==> src/rtl/midi_port_pkg.sv <==
package midi_port_pkg;
  localparam int BYTE_W = 8;
  localparam logic [BYTE_W-1:0] ACK_BYTE  = 8'hFE;
  localparam logic [BYTE_W-1:0] CMD_RESET = 8'hFF;
  localparam logic [BYTE_W-1:0] CMD_UART  = 8'h3F;
  localparam logic ADDR_DATA = 1'b0;
  localparam logic ADDR_CTRL = 1'b1;
  localparam int STAT_EMPTY_BIT = 7;
  localparam int STAT_BUSY_BIT  = 6;
endpackage

==> src/rtl/midi_rx_fifo.sv <==
module midi_rx_fifo #(
  parameter int DW    = 8,
  parameter int DEPTH = 16,
  localparam int AW   = $clog2(DEPTH),
  localparam int CW   = AW + 1
) (
  input  logic          clk,
  input  logic          rst,
  input  logic          flush,
  input  logic          push,
  input  logic [DW-1:0] push_data,
  input  logic          pop,
  output logic [DW-1:0] rd_data,
  output logic          empty,
  output logic [CW-1:0] count,
  output logic          overflow
);
  logic [DW-1:0] mem [DEPTH];
  logic [AW-1:0] wr_ptr, rd_ptr, waddr;
  logic [CW-1:0] cnt;
  logic          full, do_pop, do_push;

  function automatic logic [AW-1:0] ptr_next(input logic [AW-1:0] p);
    return (p == AW'(DEPTH - 1)) ? '0 : p + AW'(1);
  endfunction

  always_comb begin
    full    = (cnt == CW'(DEPTH));
    do_pop  = pop && (cnt != '0) && !flush;
    do_push = push && (flush || !full || do_pop);
    waddr   = flush ? '0 : wr_ptr;
  end

  // storage write port, no reset so it maps to block RAM
  always_ff @(posedge clk) begin
    if (do_push) mem[waddr] <= push_data;
  end

  // registered read port, holds its value when nothing is popped
  always_ff @(posedge clk) begin
    if (rst)         rd_data <= '0;
    else if (do_pop) rd_data <= mem[rd_ptr];
  end

  always_ff @(posedge clk) begin
    if (rst) begin
      wr_ptr   <= '0;
      rd_ptr   <= '0;
      cnt      <= '0;
      overflow <= 1'b0;
    end else begin
      if (flush) begin
        rd_ptr <= '0;
        wr_ptr <= do_push ? AW'(1) : '0;
        cnt    <= do_push ? CW'(1) : '0;
      end else begin
        if (do_push) wr_ptr <= ptr_next(wr_ptr);
        if (do_pop)  rd_ptr <= ptr_next(rd_ptr);
        cnt <= cnt + CW'(do_push) - CW'(do_pop);
      end
      if (push && !do_push) overflow <= 1'b1;
    end
  end

  assign empty = (cnt == '0);
  assign count = cnt;
endmodule

==> src/rtl/midi_tx_hold.sv <==
module midi_tx_hold #(
  parameter int DW = 8
) (
  input  logic          clk,
  input  logic          rst,
  input  logic          load,
  input  logic [DW-1:0] load_data,
  input  logic          tx_ready,
  output logic          tx_valid,
  output logic [DW-1:0] tx_data
);
  always_ff @(posedge clk) begin
    if (rst) begin
      tx_valid <= 1'b0;
      tx_data  <= '0;
    end else if (load) begin
      tx_valid <= 1'b1;
      tx_data  <= load_data;
    end else if (tx_valid && tx_ready) begin
      tx_valid <= 1'b0;
    end
  end
endmodule

==> src/rtl/midi_cmd_ctrl.sv <==
module midi_cmd_ctrl
  import midi_port_pkg::*;
(
  input  logic              clk,
  input  logic              rst,
  input  logic              cmd_load,
  input  logic [BYTE_W-1:0] cmd_data,
  input  logic              hold,
  output logic              pending,
  output logic              ack_push,
  output logic              flush,
  output logic              uart_mode
);
  logic [BYTE_W-1:0] cmd_q;
  logic              fire;

  // processing waits for a cycle with no incoming byte so the queue
  // only ever sees one push per edge
  always_comb begin
    fire     = pending && !hold;
    ack_push = fire;
    flush    = fire && (cmd_q == CMD_RESET);
  end

  always_ff @(posedge clk) begin
    if (rst) begin
      pending   <= 1'b0;
      cmd_q     <= '0;
      uart_mode <= 1'b0;
    end else begin
      if (cmd_load) begin
        pending <= 1'b1;
        cmd_q   <= cmd_data;
      end else if (fire) begin
        pending <= 1'b0;
      end
      if (fire && cmd_q == CMD_UART) uart_mode <= 1'b1;
      else if (flush)                uart_mode <= 1'b0;
    end
  end
endmodule

==> src/rtl/midi_host_port.sv <==
module midi_host_port
  import midi_port_pkg::*;
#(
  parameter int FIFO_DEPTH = 16,
  localparam int CNT_W     = $clog2(FIFO_DEPTH) + 1
) (
  input  logic              clk,
  input  logic              rst,
  input  logic              host_sel,
  input  logic              host_addr,
  input  logic              host_rd,
  input  logic              host_wr,
  input  logic [BYTE_W-1:0] host_wdata,
  output logic [BYTE_W-1:0] host_rdata,
  input  logic              rx_valid,
  input  logic [BYTE_W-1:0] rx_byte,
  output logic              tx_valid,
  output logic [BYTE_W-1:0] tx_byte,
  input  logic              tx_ready,
  input  logic              activate,
  output logic              irq,
  output logic              uart_mode,
  output logic              rx_overflow
);
  logic              busy, cmd_pending, ack_push, fifo_flush;
  logic              wr_ok, data_wr, cmd_wr, data_rd, ctrl_rd;
  logic              fifo_push, rx_empty;
  logic [BYTE_W-1:0] fifo_wdata, fifo_rdata, stat_q;
  logic [CNT_W-1:0]  rx_count;
  logic              src_ctrl_q;

  always_comb begin
    busy       = tx_valid || cmd_pending;
    wr_ok      = host_sel && host_wr && !busy;
    data_wr    = wr_ok && (host_addr == ADDR_DATA);
    cmd_wr     = wr_ok && (host_addr == ADDR_CTRL);
    data_rd    = host_sel && host_rd && (host_addr == ADDR_DATA);
    ctrl_rd    = host_sel && host_rd && (host_addr == ADDR_CTRL);
    fifo_push  = rx_valid || ack_push;
    fifo_wdata = ack_push ? ACK_BYTE : rx_byte;
  end

  midi_rx_fifo #(.DW(BYTE_W), .DEPTH(FIFO_DEPTH)) u_fifo (
    .clk(clk), .rst(rst), .flush(fifo_flush), .push(fifo_push),
    .push_data(fifo_wdata), .pop(data_rd), .rd_data(fifo_rdata),
    .empty(rx_empty), .count(rx_count), .overflow(rx_overflow)
  );

  midi_tx_hold #(.DW(BYTE_W)) u_tx (
    .clk(clk), .rst(rst), .load(data_wr), .load_data(host_wdata),
    .tx_ready(tx_ready), .tx_valid(tx_valid), .tx_data(tx_byte)
  );

  midi_cmd_ctrl u_cmd (
    .clk(clk), .rst(rst), .cmd_load(cmd_wr), .cmd_data(host_wdata),
    .hold(rx_valid), .pending(cmd_pending), .ack_push(ack_push),
    .flush(fifo_flush), .uart_mode(uart_mode)
  );

  // status byte captured at the read edge; source select remembers
  // which location the last read addressed
  always_ff @(posedge clk) begin
    if (rst) begin
      stat_q     <= '0;
      src_ctrl_q <= 1'b0;
    end else if (ctrl_rd) begin
      stat_q                 <= '0;
      stat_q[STAT_EMPTY_BIT] <= rx_empty;
      stat_q[STAT_BUSY_BIT]  <= busy;
      src_ctrl_q             <= 1'b1;
    end else if (data_rd) begin
      src_ctrl_q <= 1'b0;
    end
  end

  assign host_rdata = src_ctrl_q ? stat_q : fifo_rdata;
  assign irq        = activate && !rx_empty;
endmodule

==> config.mk <==
export PLATFORM = sky130hd
export DESIGN_NAME = midi_host_port
export DESIGN_NICKNAME = d
export VERILOG_FILES = /design/src/rtl/midi_port_pkg.sv /design/src/rtl/midi_rx_fifo.sv /design/src/rtl/midi_tx_hold.sv /design/src/rtl/midi_cmd_ctrl.sv /design/src/rtl/midi_host_port.sv
export SDC_FILE = /design/constraint.sdc
export NUM_CORES = 1
export LEC_CHECK = 0
export BUFFER_PORTS_ARGS = -buffer_cell sky130_fd_sc_hd__buf_4
export CAP_MARGIN = 15
export CORE_MARGIN = 2
export CORE_UTILIZATION = 49
export DETAILED_ROUTE_END_ITERATION = 10
export HOLD_SLACK_MARGIN = 0.05
export PLACE_DENSITY = 0.69
export SETUP_SLACK_MARGIN = 0.02
export SYNTH_ARGS = -nofsm -noshare
export SYNTH_HDL_FRONTEND = slang
export SYNTH_HIERARCHICAL = 1
export SYNTH_SLANG_ARGS = --single-unit
==> constraint.sdc <==
create_clock -name clk -period 2.62 [get_ports clk]
set_input_delay 0.262 -clock clk [delete_from_list [all_inputs] [get_ports clk]]
set_output_delay 0.262 -clock clk [all_outputs]
set_load 0.005 [all_outputs]
After elaboration in Yosys (flattened, before gate mapping)
Memories as Yosys holds them, arrays and structs flattened. A register that Yosys moved wholly into a read port is not among the register bits.
Index checks and enable logic that the tools add are counted.

word-level totals
  register bits = 36
  RAM bits = 128
  bits of input ports = 25
  output and inout port bits = 20
  word-level logic and storage cells = 76
  memories = 1

memory list
  memory      words  width  read ports  clocked after memory_dff  write ports  RTL line            source
  u_fifo.mem  16     8      1           1                         1            midi_rx_fifo.sv:18  logic [DW-1:0] mem [DEPTH];

operators by class
  add/sub/neg operators = 4
  equal/unequal tests = 5
  muxes and demuxes = 20
  bitwise operators = 1
  reductions and logical operators = 34

operators by type and width
  operator               count
  $mux W4                5
  $logic_and A1 B1 Y1    16
  $mux W8                2
  $mux W1                12
  $reduce_bool A2 Y1     5
  $add A4 B1 Y4 const B  2
  $eq A4 B4 Y1 const B   2
  $eq A8 B6 Y1 const B   1
  $eq A8 B8 Y1 const B   1
  $logic_not A1 Y1       6
  $add A5 B1 Y5          1
  $eq A5 B5 Y1 const B   1
  $logic_not A5 Y1       1
  $mux W5                1
  $reduce_bool A5 Y1     1
  $sub A5 B1 Y5          1
  $logic_or A1 B1 Y1     4
  $reduce_or A2 Y1       1
  $not A1 Y1             1

Depth between registers and ports, before layout
  depth after elaboration = 10
  mapped depth = 15
  depth with buffers taken out = 14

By module
Netlist, hierarchy kept.

modules (own cells, without submodules)
  module          instances  cells each  area an instance (sq um)
  midi_rx_fifo    1          334         6162.2
  midi_cmd_ctrl   1          39          386.6
  midi_tx_hold    1          30          321.6
  midi_host_port  1          34          297.8

Worst setup path before layout
OpenSTA, ideal clock, no wires.

  path type = register to register
  start point = register u_cmd.pending
  end point = register u_fifo.cnt[4] (netlist: u_fifo/count[4])
  data arrival time = 2681 ps
  required time = 2488 ps
  path slack = -193 ps
  stages on the path, launching flop included = 16
  buffers on the path = 1
  cell sequence = dfxtp_1 > nand4b_1 > nor3_1 > buf_2 > or3b_4 > o21a_4 > clkinv_8 > ha_1 > inv_1 > ha_1 > inv_1 > fa_1 > nand2b_1 > a21oi_1 > o21ai_0 > nor3b_1

between the ends
  cells in the longest elaborated chain, start to end = 9

RTL lines
  item                      RTL line              source
  start: declaration        midi_cmd_ctrl.sv:9    output logic pending,
  start signal: assignment  midi_cmd_ctrl.sv:27   pending <= 1'b0;
  start signal: assignment  midi_cmd_ctrl.sv:32   pending <= 1'b1;
  start signal: assignment  midi_cmd_ctrl.sv:35   pending <= 1'b0;
  $logic_and A1 B1 Y1 (*)   midi_cmd_ctrl.sv:20   fire = pending && !hold;
  $logic_and A1 B1 Y1 (*)   midi_cmd_ctrl.sv:22   flush = fire && (cmd_q == CMD_RESET);
  via fifo_flush            midi_host_port.sv:25  logic busy, cmd_pending, ack_push, fifo_flush;
  $logic_not A1 Y1          midi_rx_fifo.sv:29    do_pop = pop && (cnt != '0) && !flush;
  $logic_and A1 B1 Y1       midi_rx_fifo.sv:29
  $logic_or A1 B1 Y1        midi_rx_fifo.sv:30    do_push = push && (flush || !full || do_pop);
  $logic_and A1 B1 Y1       midi_rx_fifo.sv:30
  $add A5 B1 Y5             midi_rx_fifo.sv:59    cnt <= cnt + CW'(do_push) - CW'(do_pop);
  $sub A5 B1 Y5             midi_rx_fifo.sv:59
  $mux W5 (*)               midi_rx_fifo.sv:52    if (flush) begin
  end signal: assignment    midi_rx_fifo.sv:55    cnt <= do_push ? CW'(1) : '0;
  end signal: assignment    midi_rx_fifo.sv:59
  end: declaration          midi_rx_fifo.sv:20    logic [CW-1:0] cnt;

Mark *: on every way through the listed nets, which the timed path passes. The rest lies on a longest branch.
A chain may end at the register's enable or synchronous reset.

Worst setup path in the final report
  start point = register u_cmd.cmd_q[3]
  end point = register u_fifo.cnt[4] (netlist: u_fifo/count[4])

between the ends
  cells in the longest elaborated chain, start to end = 9

RTL lines
  item                      RTL line              source
  start: declaration        midi_cmd_ctrl.sv:14   logic [BYTE_W-1:0] cmd_q;
  start signal: assignment  midi_cmd_ctrl.sv:33   cmd_q <= cmd_data;
  $eq A8 B8 Y1 (*)          midi_cmd_ctrl.sv:22
  $logic_and A1 B1 Y1 (*)   midi_cmd_ctrl.sv:22
  via fifo_flush            midi_host_port.sv:25
  $logic_not A1 Y1          midi_rx_fifo.sv:29
  $logic_and A1 B1 Y1       midi_rx_fifo.sv:29
  $logic_or A1 B1 Y1        midi_rx_fifo.sv:30
  $logic_and A1 B1 Y1       midi_rx_fifo.sv:30
  $add A5 B1 Y5             midi_rx_fifo.sv:59
  $sub A5 B1 Y5             midi_rx_fifo.sv:59
  $mux W5 (*)               midi_rx_fifo.sv:52

Marked as above.

==> results.ini <==
[status]
outcome = completed

[worst_setup_path]
slowest_stage = dfxtp_1
crit_chain = nand4_1, nor3_2, or3b_4, o21a_4, clkinv_8, ha_4, inv_2, ha_4, inv_2, fa_2, nand2b_4, a21oi_2, o21ai_1, nor3b_2
crit_path_max_fanout = 3
cp.required_ps = 2920
slowest_delay_ps = 330
cp-end-kind = flip-flop
crit_type = reg -> reg
setup.worst_path.start_class = flip-flop
worst_ep_arrival_time_ps = 2910

[sta]
fin_crit_ps = 2609
fin_hold_ws_ps = 98.49
finalSetupViolations = 0
rsz0062_at_grt = yes
worst_slew_pin_slew_ps = 748.7
setup_ws_ps = 11.12
fmax_mhz = 383.3
max_slew_margin_pct = 49.38
clock_skew_ps = 8.142
fin_crit_sh_pct = 99.58
drv_slew = 0
hold_viol_final = 0

[place]
port_buffers = 44
hpwl_um = 9344
gp_congestion = 0.7850
dpl.cell_count = 677
place_ws_ps = -68.28

[global_routing]
grt.overflow.total = 0
grt_pass1_vias = 4188
antenna_found_initial = 0
grt_pass1_wl_um = 22930
grt_usage_pct = 19.53
grt_max_degree = 38

[layout]
area_growth_pct = 19.48
drive_gt1_share_pct = 35.83
nets = 555
layout.cells.non_filler = 717
finish.utilization_pct = 59.38
diodes = 0

[yosys]
synth_seq_cells = 172
yosys-top-cells-area = edfxtp_1 54%, dfxtp_1 12%, mux4_2 7.5%
synth_top_area_share_pct = 53.62
synthDistinctLibCells = 59
synth_nets = 471
syn_avg_cell_area_um2 = 16.40
ys_seq_area_share_pct = 65.91
synthCells = 437
synth.largest_area_cell = edfxtp_1
synth-edff-count = 128
synth_area_um2 = 7168
synthFlopType = edfxtp_1
yosysWarnings = 6
async_flop_share_pct = 0

[pwr]
finalPower_w = 0.006674
p_leak_nw = 2.966
peakVddDrop_mv = 0.4365
power_density_nw_per_um2 = 779.3

[clock_network]
clk_pin_slew_ps = 70
clock_path_buffers = 2
htreeDepth = 4
cts.sinks = 172
hold_buffers = 0
cts_inserted_buffers = 17
cts_root_buffer = clkbuf_16
cts_tree = yes
clk_latency_ps = 420

[die]
die_height_um = 125.0
die_area_um2 = 15610
row_count = 44
io_pins = 45
die_x_um = 125.0
fp.coreArea_um2 = 14420
start_util_pct = 49.70

[routing]
vias_per_cell = 5.550
drc = 0
via_count = 3979
routed_wl_um = 14280
drt_iter0_drc = 239
drt-pass1-iter-count = 4
wl_per_cell_um = 19.92
ant_nets = 0

[job]
drv_cap = 0

[hold_path]
hp-class = in -> reg

==> repair_timing <==
item / in CTS / in global routing
setup buffers: 6 / 3
resized for setup: 7 / 3
endpoints found under the setup margin: 1 / 1
pin swaps: 6 / 7
endpoints found under the hold margin: 0 / 0
gates cloned: 0 / 0
==> path summary, 6_finish.rpt <==
kind,slack (ps),cells after the start,startpoint,endpoint
setup / recovery,10,14,u_cmd/cmd_q[3]$_SDFFE_PP0P_,u_fifo/count[4]$_SDFF_PP0_
hold / removal,100,3,host_wdata[2],u_tx/tx_data[2]$_SDFFE_PP0P_
setup reg to reg,10,14,u_cmd/cmd_q[3]$_SDFFE_PP0P_,u_fifo/count[4]$_SDFF_PP0_
hold reg to reg,480,2,u_fifo/overflow$_SDFFE_PP0P_,u_fifo/overflow$_SDFFE_PP0P_
==> synth_stat cells, types with 2 or more instances <==
master	n
o221ai_1	8
or3b_4	2
or3_1	2
buf_2	8
nor4_1	4
mux4_1	8
or2_2	9
ha_1	8
mux2i_1	34
edfxtp_1	128
a21oi_1	11
nand2b_1	4
nand2_1	10
buf_8	2
nor2_1	43
xor2_1	2
a31oi_1	4
nand3b_1	11
a21oi_2	2
buf_6	5
nor2b_1	4
o21ai_0	3
and2b_2	6
mux2_2	2
xnor2_1	3
dfxtp_1	44
nor3_1	4
clkbuf_1	4
inv_1	9
mux4_2	24
==> placed cells by master (no fill, tap or decap), types with 4 or more instances in the layout <==
cell type / count
nor2b_1: 4
mux4_1: 8
a31oi_1: 4
inv_1: 4
nor2_1: 43
and2b_2: 6
or2_2: 9
dfxtp_1: 37
mux2i_1: 34
clkbuf_16: 17
edfxtp_1: 128
dfxtp_2: 7
ha_1: 5
nand2_1: 10
nand3b_1: 11
a21oi_1: 10
o221ai_1: 8
mux4_2: 24
nor4_1: 4
buf_4: 86
bufinv_16: 4
inv_2: 5
==> area by class of cell <==
class                      count  area (µm²)
fill                        1098        5859
clock buffer                  20       436.7
timing repair buffer          87       665.6
inverter                      10       50.05
tap                          184       230.2
multi-input combinational    233        2281
clock inverter                11       167.7
sequential                   172        4733
==> logic make-up after synthesis <==
family	after synthesis	synth area share (%)
compound gates	38	4.084
xor+xnor	5	0.6110
fa+ha+maj	9	1.676
buf+inv	32	3.124
flops	172	65.91
mux	68	15.54
simple gates	113	9.059
==> worst max-delay path, delay by kind of cell, from the launching register on <==
kind / cells / cell delay [ps]
adders and majority gates: 3 / 650
and+or+nand+nor: 5 / 980
DFF: 1 / 330
AOI/OAI and AO/OA: 3 / 380
buffers and inverters: 3 / 140
==> per-layer routing <==
metal  vias up  part of all wire [%]  track usage (%)  wire (µm)
met2        92                    48            31.21       6864
li1       1861                     -                -          -
met5         -                     0                0          0
met3        24                   4.4            5.178        635
met1      2002                    45            25.94       6403
met4         0                   2.6            7.582        378
==> through the flow <==
step / cell area, µm² / TNS [ps]
after floorplan: 7221 / -87.98
after global routing: 8564 / -100.0
after CTS: 8538 / 0
after detailed placement: 7874 / -68.28
after global placement: 7874 / 0
final: 8564 / 0
==> flip-flops by register name (all words and copies together) (netlist names) <==
| name | cells |
|---|---|
| u_fifo/mem | 128 |
| u_cmd/cmd_q | 8 |
| u_fifo/rd_data | 8 |
| u_tx/tx_data | 8 |
| u_fifo/count | 5 |
| u_fifo/rd_ptr | 4 |
| u_fifo/wr_ptr | 4 |
| stat_q | 2 |
| src_ctrl_q | 1 |
| u_cmd/pending | 1 |
| u_cmd/uart_mode | 1 |
| u_fifo/overflow | 1 |
| u_tx/tx_valid | 1 |
==> where the power goes <==
group | total [W] | switching [W] | internal (W)
sequential | 0.00313 | 0.0000710 | 0.00306
clock | 0.00258 | 0.000986 | 0.00159
combinational | 0.000969 | 0.000482 | 0.000487
(Power assumes the default switching activity.)
